<file path="config.mk">
export PLATFORM = sky130hd
export DESIGN_NAME = eoi_coal_tracker
export DESIGN_NICKNAME = d
export VERILOG_FILES = /design/src/rtl/eoi_trk_pkg.sv /design/src/rtl/eoi_pop_count.sv /design/src/rtl/eoi_ack_unit.sv /design/src/rtl/eoi_walk_ctrl.sv /design/src/rtl/eoi_coal_tracker.sv
export SDC_FILE = /design/constraint.sdc
export NUM_CORES = 1
export LEC_CHECK = 0
export ABC_AREA = 1
export BUFFER_PORTS_ARGS = -buffer_cell sky130_fd_sc_hd__buf_4
export CORE_MARGIN = 8
export CORE_UTILIZATION = 57
export DETAILED_ROUTE_END_ITERATION = 7
export GPL_TIMING_DRIVEN = 1
export PLACE_DENSITY = 0.8
export SYNTH_ARGS = -nofsm -noshare
export SYNTH_HDL_FRONTEND = slang
export SYNTH_SLANG_ARGS = --single-unit
</file>
<file path="constraint.sdc">
create_clock -name clk_i -period 5.4 [get_ports clk_i]
set_clock_uncertainty 0.05 [all_clocks]
set_input_delay 0.54 -clock clk_i [delete_from_list [all_inputs] [get_ports clk_i]]
set_output_delay 0.54 -clock clk_i [all_outputs]
set_load 0.1 [all_outputs]
</file>
<file path="src/rtl/eoi_trk_pkg.sv">
package eoi_trk_pkg;
  typedef enum logic {
    WALK_IDLE = 1'b0,
    WALK_RUN  = 1'b1
  } walk_st_e;
endpackage

</file>
<file path="src/rtl/eoi_pop_count.sv">
module eoi_pop_count #(
  parameter int unsigned N = 8,
  parameter int unsigned W = $clog2(N) + 1
) (
  input  logic [N-1:0] vec_i,
  output logic [W-1:0] cnt_o
);
  always_comb begin
    cnt_o = '0;
    for (int unsigned i = 0; i < N; i++) begin
      cnt_o = cnt_o + W'(vec_i[i]);
    end
  end
endmodule

</file>
<file path="src/rtl/eoi_ack_unit.sv">
module eoi_ack_unit #(
  parameter int unsigned NUM_CPU = 8,
  localparam int unsigned CNT_W  = $clog2(NUM_CPU) + 1,
  localparam int unsigned IDX_W  = $clog2(NUM_CPU)
) (
  input  logic [NUM_CPU-1:0] map_i,
  input  logic [CNT_W-1:0]   cnt_i,
  input  logic [NUM_CPU-1:0] ack_i,
  input  logic               sync_one_i,
  input  logic [IDX_W-1:0]   sync_cpu_i,
  input  logic [NUM_CPU-1:0] live_pend_i,
  input  logic [NUM_CPU-1:0] dest_match_i,
  output logic [NUM_CPU-1:0] map_o,
  output logic [CNT_W-1:0]   cnt_o,
  output logic               underflow_o
);
  logic [CNT_W-1:0]   n_ack;
  logic [NUM_CPU-1:0] map_a;
  logic [CNT_W-1:0]   cnt_a;
  logic [NUM_CPU-1:0] sel_oh;
  logic               sel_ok, sel_old, sel_new, do_sync;

  eoi_pop_count #(.N(NUM_CPU), .W(CNT_W)) u_ack_pop (
    .vec_i (ack_i & map_i),
    .cnt_o (n_ack)
  );

  assign map_a   = map_i & ~ack_i;
  assign cnt_a   = cnt_i - n_ack;
  assign sel_ok  = (32'(sync_cpu_i) < NUM_CPU);
  assign sel_oh  = sel_ok ? (NUM_CPU'(1) << sync_cpu_i) : '0;
  assign sel_old = |(map_a & sel_oh);
  assign sel_new = |(live_pend_i & sel_oh);
  assign do_sync = sync_one_i && |(dest_match_i & sel_oh) && (sel_old != sel_new);

  always_comb begin
    map_o       = map_a;
    cnt_o       = cnt_a;
    underflow_o = (n_ack > cnt_i);
    if (!underflow_o && do_sync) begin
      if (sel_new) begin
        map_o = map_a | sel_oh;
        cnt_o = cnt_a + CNT_W'(1);
      end else if (cnt_a == '0) begin
        underflow_o = 1'b1;
      end else begin
        map_o = map_a & ~sel_oh;
        cnt_o = cnt_a - CNT_W'(1);
      end
    end
  end
endmodule

</file>
<file path="src/rtl/eoi_walk_ctrl.sv">
module eoi_walk_ctrl
  import eoi_trk_pkg::*;
#(
  parameter int unsigned NUM_CPU = 8,
  localparam int unsigned IDX_W  = $clog2(NUM_CPU)
) (
  input  logic             clk_i,
  input  logic             rst_ni,
  input  logic             abort_i,
  input  logic             start_i,
  output logic             busy_o,
  output logic [IDX_W-1:0] idx_o,
  output logic             done_o
);
  walk_st_e         st_q;
  logic [IDX_W-1:0] idx_q;
  logic             done_q;

  always_ff @(posedge clk_i or negedge rst_ni) begin
    if (!rst_ni) begin
      st_q   <= WALK_IDLE;
      idx_q  <= '0;
      done_q <= 1'b0;
    end else begin
      done_q <= 1'b0;
      if (abort_i) begin
        st_q  <= WALK_IDLE;
        idx_q <= '0;
      end else if (start_i) begin
        st_q  <= WALK_RUN;
        idx_q <= '0;
      end else if (st_q == WALK_RUN) begin
        if (32'(idx_q) == NUM_CPU - 1) begin
          st_q   <= WALK_IDLE;
          idx_q  <= '0;
          done_q <= 1'b1;
        end else begin
          idx_q <= idx_q + IDX_W'(1);
        end
      end
    end
  end

  assign busy_o = (st_q == WALK_RUN);
  assign idx_o  = idx_q;
  assign done_o = done_q;
endmodule

</file>
<file path="src/rtl/eoi_coal_tracker.sv">
module eoi_coal_tracker #(
  parameter int unsigned NUM_CPU = 8,
  localparam int unsigned CNT_W  = $clog2(NUM_CPU) + 1,
  localparam int unsigned IDX_W  = $clog2(NUM_CPU)
) (
  input  logic               clk_i,
  input  logic               rst_ni,
  input  logic               clear_i,
  input  logic               dlv_valid_i,
  input  logic [NUM_CPU-1:0] dlv_map_i,
  input  logic               dlv_err_i,
  input  logic [NUM_CPU-1:0] ack_i,
  input  logic [NUM_CPU-1:0] live_pend_i,
  input  logic [NUM_CPU-1:0] dest_match_i,
  input  logic               sync_one_i,
  input  logic [IDX_W-1:0]   sync_cpu_i,
  input  logic               sync_all_i,
  output logic               coalesced_o,
  output logic [CNT_W-1:0]   pend_cnt_o,
  output logic [NUM_CPU-1:0] pend_map_o,
  output logic               sync_busy_o,
  output logic               sync_done_o
);
  logic [NUM_CPU-1:0] map_q, map_d, map_ack;
  logic [CNT_W-1:0]   cnt_q, cnt_d, cnt_ack, dlv_cnt;
  logic               underflow, busy, start_walk;
  logic [IDX_W-1:0]   walk_idx;
  logic [NUM_CPU-1:0] walk_oh;
  logic               walk_hit;

  eoi_pop_count #(.N(NUM_CPU), .W(CNT_W)) u_dlv_pop (
    .vec_i (dlv_map_i),
    .cnt_o (dlv_cnt)
  );

  eoi_ack_unit #(.NUM_CPU(NUM_CPU)) u_ack (
    .map_i        (map_q),
    .cnt_i        (cnt_q),
    .ack_i        (ack_i),
    .sync_one_i   (sync_one_i),
    .sync_cpu_i   (sync_cpu_i),
    .live_pend_i  (live_pend_i),
    .dest_match_i (dest_match_i),
    .map_o        (map_ack),
    .cnt_o        (cnt_ack),
    .underflow_o  (underflow)
  );

  assign start_walk = sync_all_i | (underflow & ~busy);

  eoi_walk_ctrl #(.NUM_CPU(NUM_CPU)) u_walk (
    .clk_i   (clk_i),
    .rst_ni  (rst_ni),
    .abort_i (clear_i),
    .start_i (start_walk),
    .busy_o  (busy),
    .idx_o   (walk_idx),
    .done_o  (sync_done_o)
  );

  assign walk_oh  = NUM_CPU'(1) << walk_idx;
  assign walk_hit = |(walk_oh & dest_match_i & live_pend_i);

  always_comb begin
    map_d = map_q;
    cnt_d = cnt_q;
    if (clear_i || start_walk) begin
      map_d = '0;
      cnt_d = '0;
    end else if (busy) begin
      if (walk_hit) begin
        map_d = map_q | walk_oh;
        cnt_d = cnt_q + CNT_W'(1);
      end
    end else if (dlv_valid_i && cnt_q == '0) begin
      map_d = dlv_map_i;
      cnt_d = dlv_err_i ? '0 : dlv_cnt;
    end else begin
      map_d = map_ack;
      cnt_d = cnt_ack;
    end
  end

  always_ff @(posedge clk_i or negedge rst_ni) begin
    if (!rst_ni) begin
      map_q <= '0;
      cnt_q <= '0;
    end else begin
      map_q <= map_d;
      cnt_q <= cnt_d;
    end
  end

  assign coalesced_o = (cnt_q != '0);
  assign pend_cnt_o  = cnt_q;
  assign pend_map_o  = map_q;
  assign sync_busy_o = busy;
endmodule

</file>
==> metrics, run 1 <==
run status=completed; metal2 WL=around 4.0 mm; Setup Viol. Count Final=0; CTS max path bufs=2; Root Buffer=clkbuf_8; fill count=between 400 and 500; count of input and output buffers=between 50 and 60; area delta synth->final=17.6%; Register Area=425 um2; total number of vias=about 3200; Via density=~5.2; register bit total from synthesis=17; initial antenna violation count=0; CTS tree=done; Clock Sinks=17; Crit path required time=roughly 5.5 ns; Cells after Synth=just under 500; power per cell area=292 mW/mm2; largest cells by area after synthesis=nand2_1 (20%), dfrtp_1 (15%), nand3_1 (11%), inv_1 (10%), ha_1 (9.1%); DP HPWL=6.91 mm; Slew HR=0.557; post-DR wirelength/cell=between 10 and 15 um; min cycle time layout=5.06 ns; sequential-to-total area share from yosys stat=0.147; H-tree depth=1; die width=87.1 um; RSZ-0062 raised after global routing=no; M1 wire length=roughly 3.7 mm; DR DRC count=0; final WL=roughly 8.3 mm; Syn. warnings=0; RR Startpoint=pend_map_o[0]$_DFFE_PN0P_; synthesized area=about 0.0029 mm2; maximum capacitance violations=0; fmax=~200 MHz; Clk pin slew, worst setup/hold paths=about 0.070 ns; DR top layer=met4; syn_nets=~560; first-pass GRT wire length=roughly 14 mm; Final Hold Fails=0; Final Wtd Congestion=0.936; WP data arrival=~5 ns; Synth area leader=nand2_1; multi-input logic area=between 0.002 and 0.0025 mm2; Die Ht=87.1 um; # rows=26; CP Max Fanout=6; Initial Util=0.576; most used cell, CP=inv_1; die area=around 0.0076 mm2; HP Class=in2async; Setup TNS=0 ns; final instance area=approximately 0.0034 mm2; # hold bufs at CTS=0; top-area cell type share of the netlist area=0.200; Synth cell types=29; Syn Area/Cell=between 5 and 6 um2; diode count=0; CTS buffer count=3; Initial DRC Count=slightly below 200; WS Path Type=reg2reg; Post-DRT Antenna Nets=0; DRT Pass-1 Iters=5; Worst Setup End Kind=flip-flop; largest net degree at the start of global routing=20; CP Launch Type=flip-flop; Slew Limit Fails=0; core area=~0.0050 mm2; CP max stage cell=fa_2; Tightest Pin Transition=around 0.66 ns; CP peak stage delay=~0.59 ns; Nets=between 600 and 700; worst setup path startpoint=pend_map_o[0]$_DFFE_PN0P_; static leakage=0.00205 uW; Top-Level Pins=57; fin crit share=0.937; Worst-Skew Late Latency=about 0.25 ns; share of post-route cells with drive strength above 1=0.167; global-route usage over all layers=0.222; DR WL met3=about 510 um; Remaining Overflow, GRT=0; DP Area=about 0.0033 mm2; VDD IR max=around 0.24 mV; number of global-route vias before repair=roughly 3000
[cells by family (layout without fill, tap and decap cells)]
logic type | after synthesis | in the layout | synth area share
buffers and inverters | 102 | 154 | 0.147
XOR/XNOR | 5 | 5 | 0.0152
AO/OA/AOI/OAI | 45 | 45 | 0.0876
adder cells (fa/ha/maj) | 30 | 30 | 0.154
AND/OR/NAND/NOR | 293 | 293 | 0.449
flip-flops | 17 | 17 | 0.147
[metrics by stage]
step                       util  hold slack, ns  total power (uW)  instances  setup WS (ns)
final                     0.677          0.0858               990        614          0.341
after global routing      0.677           0.102              1090        614         0.0181
after CTS                 0.672          0.0958               978        611          0.282
after detailed placement  0.663           0.369               880        607          0.103
after global placement    0.663           0.369               869        607          0.209
after floorplan               -           0.194               702        492          0.150
[synth_stat cells (all sizes together)]
library cell	n
a211oi	3
inv	87
nor2	51
o211ai	1
buf	10
o21ai	23
nand2	157
clkinv	1
fa	9
nand4	12
clkbuf	4
dfrtp	17
ha	21
a21oi	14
nor3	4
o22ai	3
xor2	5
o21bai	1
nand3	69
[final cells by class]
| cell class | count | area share |
|---|---|---|
| clock buffers | 3 | 0.0122 |
| clock inverters | 1 | 0.00148 |
| inverters | 88 | 0.0974 |
| multi-input cells | 373 | 0.601 |
| flip-flops and latches | 17 | 0.125 |
| well taps | 70 | 0.0258 |
| repair buffers | 62 | 0.137 |
[where the power goes]
group | internal, uW | switching [uW] | total (uW)
combinational | 240 | 490 | 730
clock | 51.2 | 44.2 | 95.4
sequential | 140 | 24.2 | 165
total | 431 | 559 | 990
[state kept, by name (all words and copies together) (netlist names)]
register and count:
pend_map_o 8, u_walk.busy_o 1, u_walk.idx_o 3, u_walk.done_o 1, pend_cnt_o 4
[final timing paths]
kind | depth (start not counted) | endpoint | slack [ns]
worst max-delay path | 25 | pend_cnt_o[1]$_DFFE_PN0P_ | 0.34
min in group clk_i | 1 | u_walk.idx_o[0]$_DFFE_PN0P_ | 0.50
worst max register to register | 25 | pend_cnt_o[1]$_DFFE_PN0P_ | 0.34
max in group asynchronous | 1 | pend_cnt_o[3]$_DFFE_PN0P_ | 5.02
worst min register to register | 1 | u_walk.idx_o[0]$_DFFE_PN0P_ | 0.50
worst min-delay path | 1 | u_walk.idx_o[2]$_DFFE_PN0P_ | 0.09
[placed cells by master (no fill, tap or decap), drive strengths merged]
cell type	netlist	layout
o21ai	23	23
a211oi	3	3
ha	21	21
nor3	4	4
o21bai	1	1
inv	87	87
nand3	69	69
dfrtp	17	17
nand4	12	12
nor2	51	51
buf	10	62
a21oi	14	14
clkinv	1	2
nand2	157	157
o211ai	1	1
clkbuf	4	3
fa	9	9
o22ai	3	3
xor2	5	5
[critical path: cells and delay by family (launching register included)]
family | cells | cell delay, ns
AND/OR/NAND/NOR | 10 | 0.90
flip-flops | 1 | 0.40
buffers and inverters | 8 | 0.67
adder cells (fa/ha/maj) | 7 | 2.92
[layer usage]
layer	vias to the layer above	GRT usage
li1	1649	-
met1	1423	0.298
met2	126	0.376
met3	8	0.0198
met4	0	0.0422
met5	-	0
[timing repair]
item / in CTS / in global routing
setup endpoints to repair: 0 / 10
buffers inserted: 0 / 3
resized for setup: 0 / 1
Note: power is estimated with default switching activity, not from simulation.
==> run 2: changes to the inputs <==
--- a/config.mk
+++ b/config.mk
@@ -8,5 +8,5 @@
 export ABC_AREA = 1
 export BUFFER_PORTS_ARGS = -buffer_cell sky130_fd_sc_hd__buf_4
-export CORE_MARGIN = 8
+export CORE_MARGIN = 10
 export CORE_UTILIZATION = 57
 export DETAILED_ROUTE_END_ITERATION = 7
==> constraint.sdc (replaced) <==
create_clock -name clk_i -period 5.4 [get_ports clk_i]
set_clock_uncertainty 0.05 [all_clocks]
set_input_delay 0.27 -clock clk_i [delete_from_list [all_inputs] [get_ports clk_i]]
set_output_delay 0.27 -clock clk_i [all_outputs]
set_load 0.1 [all_outputs]
==> run 2 against run 1 <==
Effect of this change: design area down 0.59%; die area up 9.4%; non-clock buffer count down 4; final cell count down 1.1%; worst setup slack worse by 0.025 ns; first-iteration DRC count up 1.0%; via count down 0.50%; hold slack better by 0.16 ns; largest cell class unchanged; highest routed layer unchanged.
==> metrics, run 2 (synthesized netlist as in run 1, its figures left out) <==
run status=completed; DR DRC count=0 (unchanged); CP cell instances=nand2_1 > inv_1 > fa_1 > inv_1 > fa_1 > fa_1 > inv_1 > ha_1 > inv_1 > fa_1 > inv_1 > fa_2 > ha_1 > nand2_1 > inv_2 > nand3_4 > inv_4 > nand4_1 > nand2_2 > nand2_2 > nand4_1 > inv_2 > nand3_1 > nand2_1; first-pass GRT wire length=14.3 mm (+4.3%); DP HPWL=7.02 mm (+1.5%); die area=0.00831 mm2 (+9.4%); CP Launch Type=flip-flop; CTS tree=done; CP Max Fanout=10 (+4); fill count=492 (+0.61%); fmax=197 MHz (-0.49%); Post-CTS Setup Repair Bufs=0 (unchanged); diode count=0 (unchanged); Worst R2R Path Depth=24 (-4.0%); Clock Sinks=17 (unchanged); CTS max path bufs=2 (unchanged); Crit path depth=24 (-4.0%); CTS buffer count=3 (unchanged); min cycle time layout=5.08 ns (+0.0249 ns); initial antenna violation count=0 (unchanged); CP max stage cell=fa_2; WS Path Type=reg2reg; fin crit share=0.941 (+0.00461); share of post-route cells with drive strength above 1=0.161 (-0.00617); Die Ht=91.1 um (+4.6%); Root Buffer=clkbuf_8; most used cell, CP=inv_1; Initial Util=0.599 (+0.0230); Nets=613 (-0.65%); Top-Level Pins=57 (unchanged); RSZ-0062 raised after global routing=no; DRT Pass-1 Iters=6 (+1); Hold Slack=0.249 ns (+0.163 ns); worst hold path depth=4; maximum capacitance violations=0 (unchanged); H-tree depth=1 (unchanged); number of global-route vias before repair=3058 (+1.8%); post-DR wirelength/cell=14.1 um (+4.3%); Worst Setup End Kind=flip-flop; Tightest Pin Transition=0.689 ns (+0.0265 ns); Slew HR=0.539 (-0.0177); Worst-Skew Late Latency=0.26 ns (about the same); die width=91.1 um (+4.6%); total number of vias=3190 (-0.50%); core area=0.00482 mm2 (-3.8%); # rows=25 (-3.8%); Post-DRT Antenna Nets=0 (unchanged); Final Hold Fails=0 (unchanged); Setup Viol. Count Final=0 (unchanged); largest net degree at the start of global routing=20 (unchanged); Crit path required time=5.50 ns (about the same); WP data arrival=5.19 ns (+0.04 ns); Setup TNS=0 ns (unchanged); Top Family by Delay on Critical Path=adder cells; commonest non-fill, non-tap cells in the layout=nand2_1 (153), inv_1 (79), nand3_1 (64); global-route usage over all layers=0.202 (-0.0199); Clk pin slew, worst setup/hold paths=0.07 ns (about the same); CP Buf/Inv Count=8 (unchanged); Largest register FFs=8 (unchanged); power per cell area=295 mW/mm2 (+0.96%); VDD IR max=0.230 mV (-3.4%); Initial DRC Count=200 (+1.0%); static leakage=0.00203 uW (-1.1%); Remaining Overflow, GRT=0 (unchanged); CP peak stage delay=0.59 ns (about the same); area delta synth->final=16.9%; leading cell type in the layout, fill and taps excluded=nand2_1; Slew Limit Fails=0 (unchanged); HP Class=in2reg; count of input and output buffers=56 (unchanged); Final Wtd Congestion=0.910 (-2.8%); final WL=8.56 mm (+3.1%); Via density=5.26 (+0.65%)
## run 2: changes by cell type in the layout (fill, tap and decap cells not counted), sizes merged
cell	change
clkinv	-1
clkbuf	+1
buf	-5
dlygate4sd3	+1
## run 2: timing repair
item / CTS / global route
endpoints found under the setup margin: 0 / 12
hold buffers: 1 / 0
gates resized for setup: 0 / 5
hold endpoints to repair: 17 / 0
## run 2: through the flow
stage,total power [uW],cell area [um2],cells,setup WS [ns],utilization
after detailed placement,868,3300,602,0.216,0.685
after global placement,852,3300,602,0.379,0.685
after floorplan,702,2890,492,0.150,-
final,993,3370,607,0.316,0.700
after global routing,1090,3370,607,0.0166,0.700
after CTS,970,3360,607,0.201,0.697
## run 2: final timing paths
path	startpoint	endpoint	slack, ns
setup reg to reg	pend_map_o[0]$_DFFE_PN0P_	pend_map_o[4]$_DFFE_PN0P_	0.32
setup / recovery	pend_map_o[0]$_DFFE_PN0P_	pend_map_o[4]$_DFFE_PN0P_	0.32
hold reg to reg	pend_map_o[1]$_DFFE_PN0P_	pend_map_o[1]$_DFFE_PN0P_	0.51
max in group asynchronous	rst_ni	pend_map_o[3]$_DFFE_PN0P_	4.75
min in group asynchronous	rst_ni	pend_cnt_o[0]$_DFFE_PN0P_	0.36
hold / removal	clear_i	u_walk.busy_o$_DFF_PN0_	0.25
## run 2: power by group
part	total, uW	internal, uW	switching, uW
Sequential	165	140	24.9
Clock	101	52.6	47.9
Combinational	728	230	498
Total	993	423	570
## run 2: cell type report
type	instances	area [um2]	share of cell area
Multi-Input combinational cell	373	2050	0.607
Timing Repair Buffer	58	438	0.130
Inverter	88	333	0.0987
Clock buffer	4	45.0	0.0134
Sequential cell	17	425	0.126
Tap cell	67	83.8	0.0249
## run 2: worst register-to-register path, cell delays in order, from the launching register on
cell and delay (ns):
dfrtp_1 0.42, nand2_1 0.08, inv_1 0.05, fa_1 0.53, inv_1 0.06, fa_1 0.50, fa_1 0.48, inv_1 0.07
ha_1 0.18, inv_1 0.07, fa_1 0.51, inv_1 0.07, fa_2 0.59, ha_1 0.15, nand2_1 0.06, inv_2 0.09
nand3_4 0.14, inv_4 0.11, nand4_1 0.13, nand2_2 0.12, nand2_2 0.08, nand4_1 0.16, inv_2 0.12, nand3_1 0.10
nand2_1 0.06
## run 2: metal layers
metal,up-vias,global-route usage,share of wire
met5,-,0,0
met4,0,0.0601,0.014
met3,9,0.0247,0.052
met2,100,0.339,0.48
met1,1431,0.263,0.45
li1,1650,-,-
==> run 3: changes to the inputs <==
- CORE_UTILIZATION: 57 -> 61
- PLACE_DENSITY: 0.8 -> 0.85
- clock period: 5.4 -> 6.6 ns (I/O delays scaled with it)
==> run 3 against run 2 <==
Effect of this change: count of clock-buffer cells in the layout down 1; register-to-register slack improved by 1.1 ns; fmax down 2.3%; critical path depth is the same; sequential share of layout area is 0.12 points higher; sequential cell count unchanged; combinational power decreased by 20%; largest cell class unchanged; highest routed layer unchanged.
==> metrics, run 3 (synthesized netlist as in run 1, its figures left out) <==
fmax=192 MHz (-2.3%); Clock Sinks=17 (unchanged); CP cell instances=nand2_1 > inv_1 > fa_1 > inv_1 > fa_1 > fa_1 > inv_1 > ha_1 > inv_1 > fa_1 > inv_1 > fa_1 > ha_1 > nand2_1 > inv_1 > nand3_2 > inv_2 > nand4_1 > nand2_1 > nand2_2 > nand4_1 > inv_2 > nand3_1 > nand2_1; M1 wire length=3.66 mm (-5.2%); Top-Level Pins=57 (unchanged); fill count=403 (-18%); HP Class=in2reg; Via density=5.42 (+3.2%); DR top layer=met4; count of input and output buffers=56 (unchanged); total number of vias=3211 (+0.66%); Largest register FFs=8 (unchanged); maximum capacitance violations=0 (unchanged); final WL=8.39 mm (-1.9%); CTS buffer count=3 (unchanged); dpl cells=587 (-2.5%); r2r setup slk=1.40 ns (+1.08 ns); Tightest Pin Transition=0.726 ns (+0.0366 ns); CP Max Fanout=10 (unchanged); run status=completed; Setup TNS=0 ns (unchanged); core area=0.00447 mm2 (-7.1%); Setup Viol. Count Final=0 (unchanged); Slew HR=0.515 (-0.0245); Final Wtd Congestion=0.910 (about the same); Worst Setup End Kind=flip-flop; CP max stage cell=fa_1; Die Ht=88.8 um (-2.6%); Post-DRT Antenna Nets=0 (unchanged); Crit path required time=6.70 ns (+1.20 ns); commonest non-fill, non-tap cells in the layout=nand2_1 (154), inv_1 (80), nand3_1 (64); first-pass GRT wire length=13.5 mm (-5.2%); DRT Pass-1 Iters=4 (-2); leading cell type in the layout, fill and taps excluded=nand2_1; number of global-route vias before repair=2943 (-3.8%); Initial DRC Count=203 (+1.5%); Initial Util=0.645 (+0.0459); diode count=0 (unchanged); DR DRC count=0 (unchanged); Pwr Total=799 uW (-20%); DR WL met3=550 um (+23%); multi-input logic area=0.00203 mm2 (-0.61%); min cycle time layout=5.20 ns (+0.120 ns); H-tree depth=1 (unchanged); power per cell area=239 mW/mm2 (-19%); die area=0.00788 mm2 (-5.1%); die width=88.8 um (-2.6%); RSZ-0062 raised after global routing=no; # rows=24 (-4.0%); largest net degree at the start of global routing=20 (unchanged); Root Buffer=clkbuf_8; share of post-route cells with drive strength above 1=0.157 (-0.00370); Post-CTS Setup Repair Bufs=0 (unchanged); post-DR wirelength/cell=14.2 um (+0.57%); CTS max path bufs=2 (unchanged); most used cell, CP=inv_1; WP data arrival=5.30 ns (+0.11 ns); static leakage=0.00203 uW (+0.21%); area delta synth->final=15.7%; metal2 WL=4.04 mm (-2.1%); CP peak stage delay=0.62 ns (+0.03 ns); initial antenna violation count=0 (unchanged); Remaining Overflow, GRT=0 (unchanged); Clk pin slew, worst setup/hold paths=0.07 ns (about the same); CTS tree=done; global-route usage over all layers=0.212 (+0.0104); Final Hold Fails=0 (unchanged); CP Launch Type=flip-flop; Slew Limit Fails=0 (unchanged); WS Path Type=reg2reg; Register Area=425 um2 (unchanged); Finished Layout Cells=592 (-2.5%); VDD IR max=0.215 mV (-6.5%); fin crit share=0.788 (-0.153); Worst-Skew Late Latency=0.26 ns (about the same); DP HPWL=6.89 mm (-1.9%); Nets=613 (unchanged)
## run 3: power breakdown
group	internal [uW]	total (uW)	switching [uW]
Clock	42.0	80.7	38.6
Sequential	115	135	20.2
Combinational	181	584	403
## run 3: worst max-delay path, delay by kind of cell, from the launching register on
kind / cells / cell delay, ns
fa+ha+maj: 7 / 2.97
flops: 1 / 0.42
simple gates: 9 / 1.00
buf+inv: 8 / 0.65
## run 3: repair_timing
| action | CTS | global route |
|---|---|---|
| endpoints found under the hold margin | 17 | 0 |
| gates resized for setup | 0 | 0 |
| hold buffers | 1 | 0 |
## run 3: per-layer routing
metal / vias up / GRT usage
met4: 0 / 0.0558
met1: 1424 / 0.278
met2: 126 / 0.357
met5: - / 0
li1: 1646 / -
met3: 15 / 0.0276
## run 3: final timing paths
check | start | to | depth (start not counted)
min in group asynchronous | rst_ni | u_walk.idx_o[0]$_DFFE_PN0P_ | 2
setup / recovery | pend_map_o[0]$_DFFE_PN0P_ | pend_map_o[6]$_DFFE_PN0P_ | 24
setup reg to reg | pend_map_o[0]$_DFFE_PN0P_ | pend_map_o[6]$_DFFE_PN0P_ | 24
hold reg to reg | pend_map_o[1]$_DFFE_PN0P_ | pend_map_o[1]$_DFFE_PN0P_ | 2
max in group asynchronous | rst_ni | pend_cnt_o[0]$_DFFE_PN0P_ | 2
hold / removal | clear_i | u_walk.busy_o$_DFF_PN0_ | 4
## run 3: per-stage QoR
step / setup slack, ns / area (um2) / utilization / hold WS [ns]
after floorplan: 1.35 / 2890 / - / -0.0156
after global placement: 1.55 / 3280 / 0.734 / 0.159
after detailed placement: 1.41 / 3280 / 0.734 / 0.161
after CTS: 1.38 / 3340 / 0.746 / 0.320
after global routing: 1.06 / 3340 / 0.746 / 0.340
final: 1.40 / 3340 / 0.746 / 0.317
## run 3: area by class of cell
| cell class | instances | share of cell area |
|---|---|---|
| clock buffers | 3 | 0.0124 |
| inverters | 88 | 0.0989 |
| flip-flops and latches | 17 | 0.127 |
| multi-input cells | 373 | 0.609 |
| well taps | 52 | 0.0195 |
| repair buffers | 58 | 0.131 |
| clock inverters | 1 | 0.00150 |
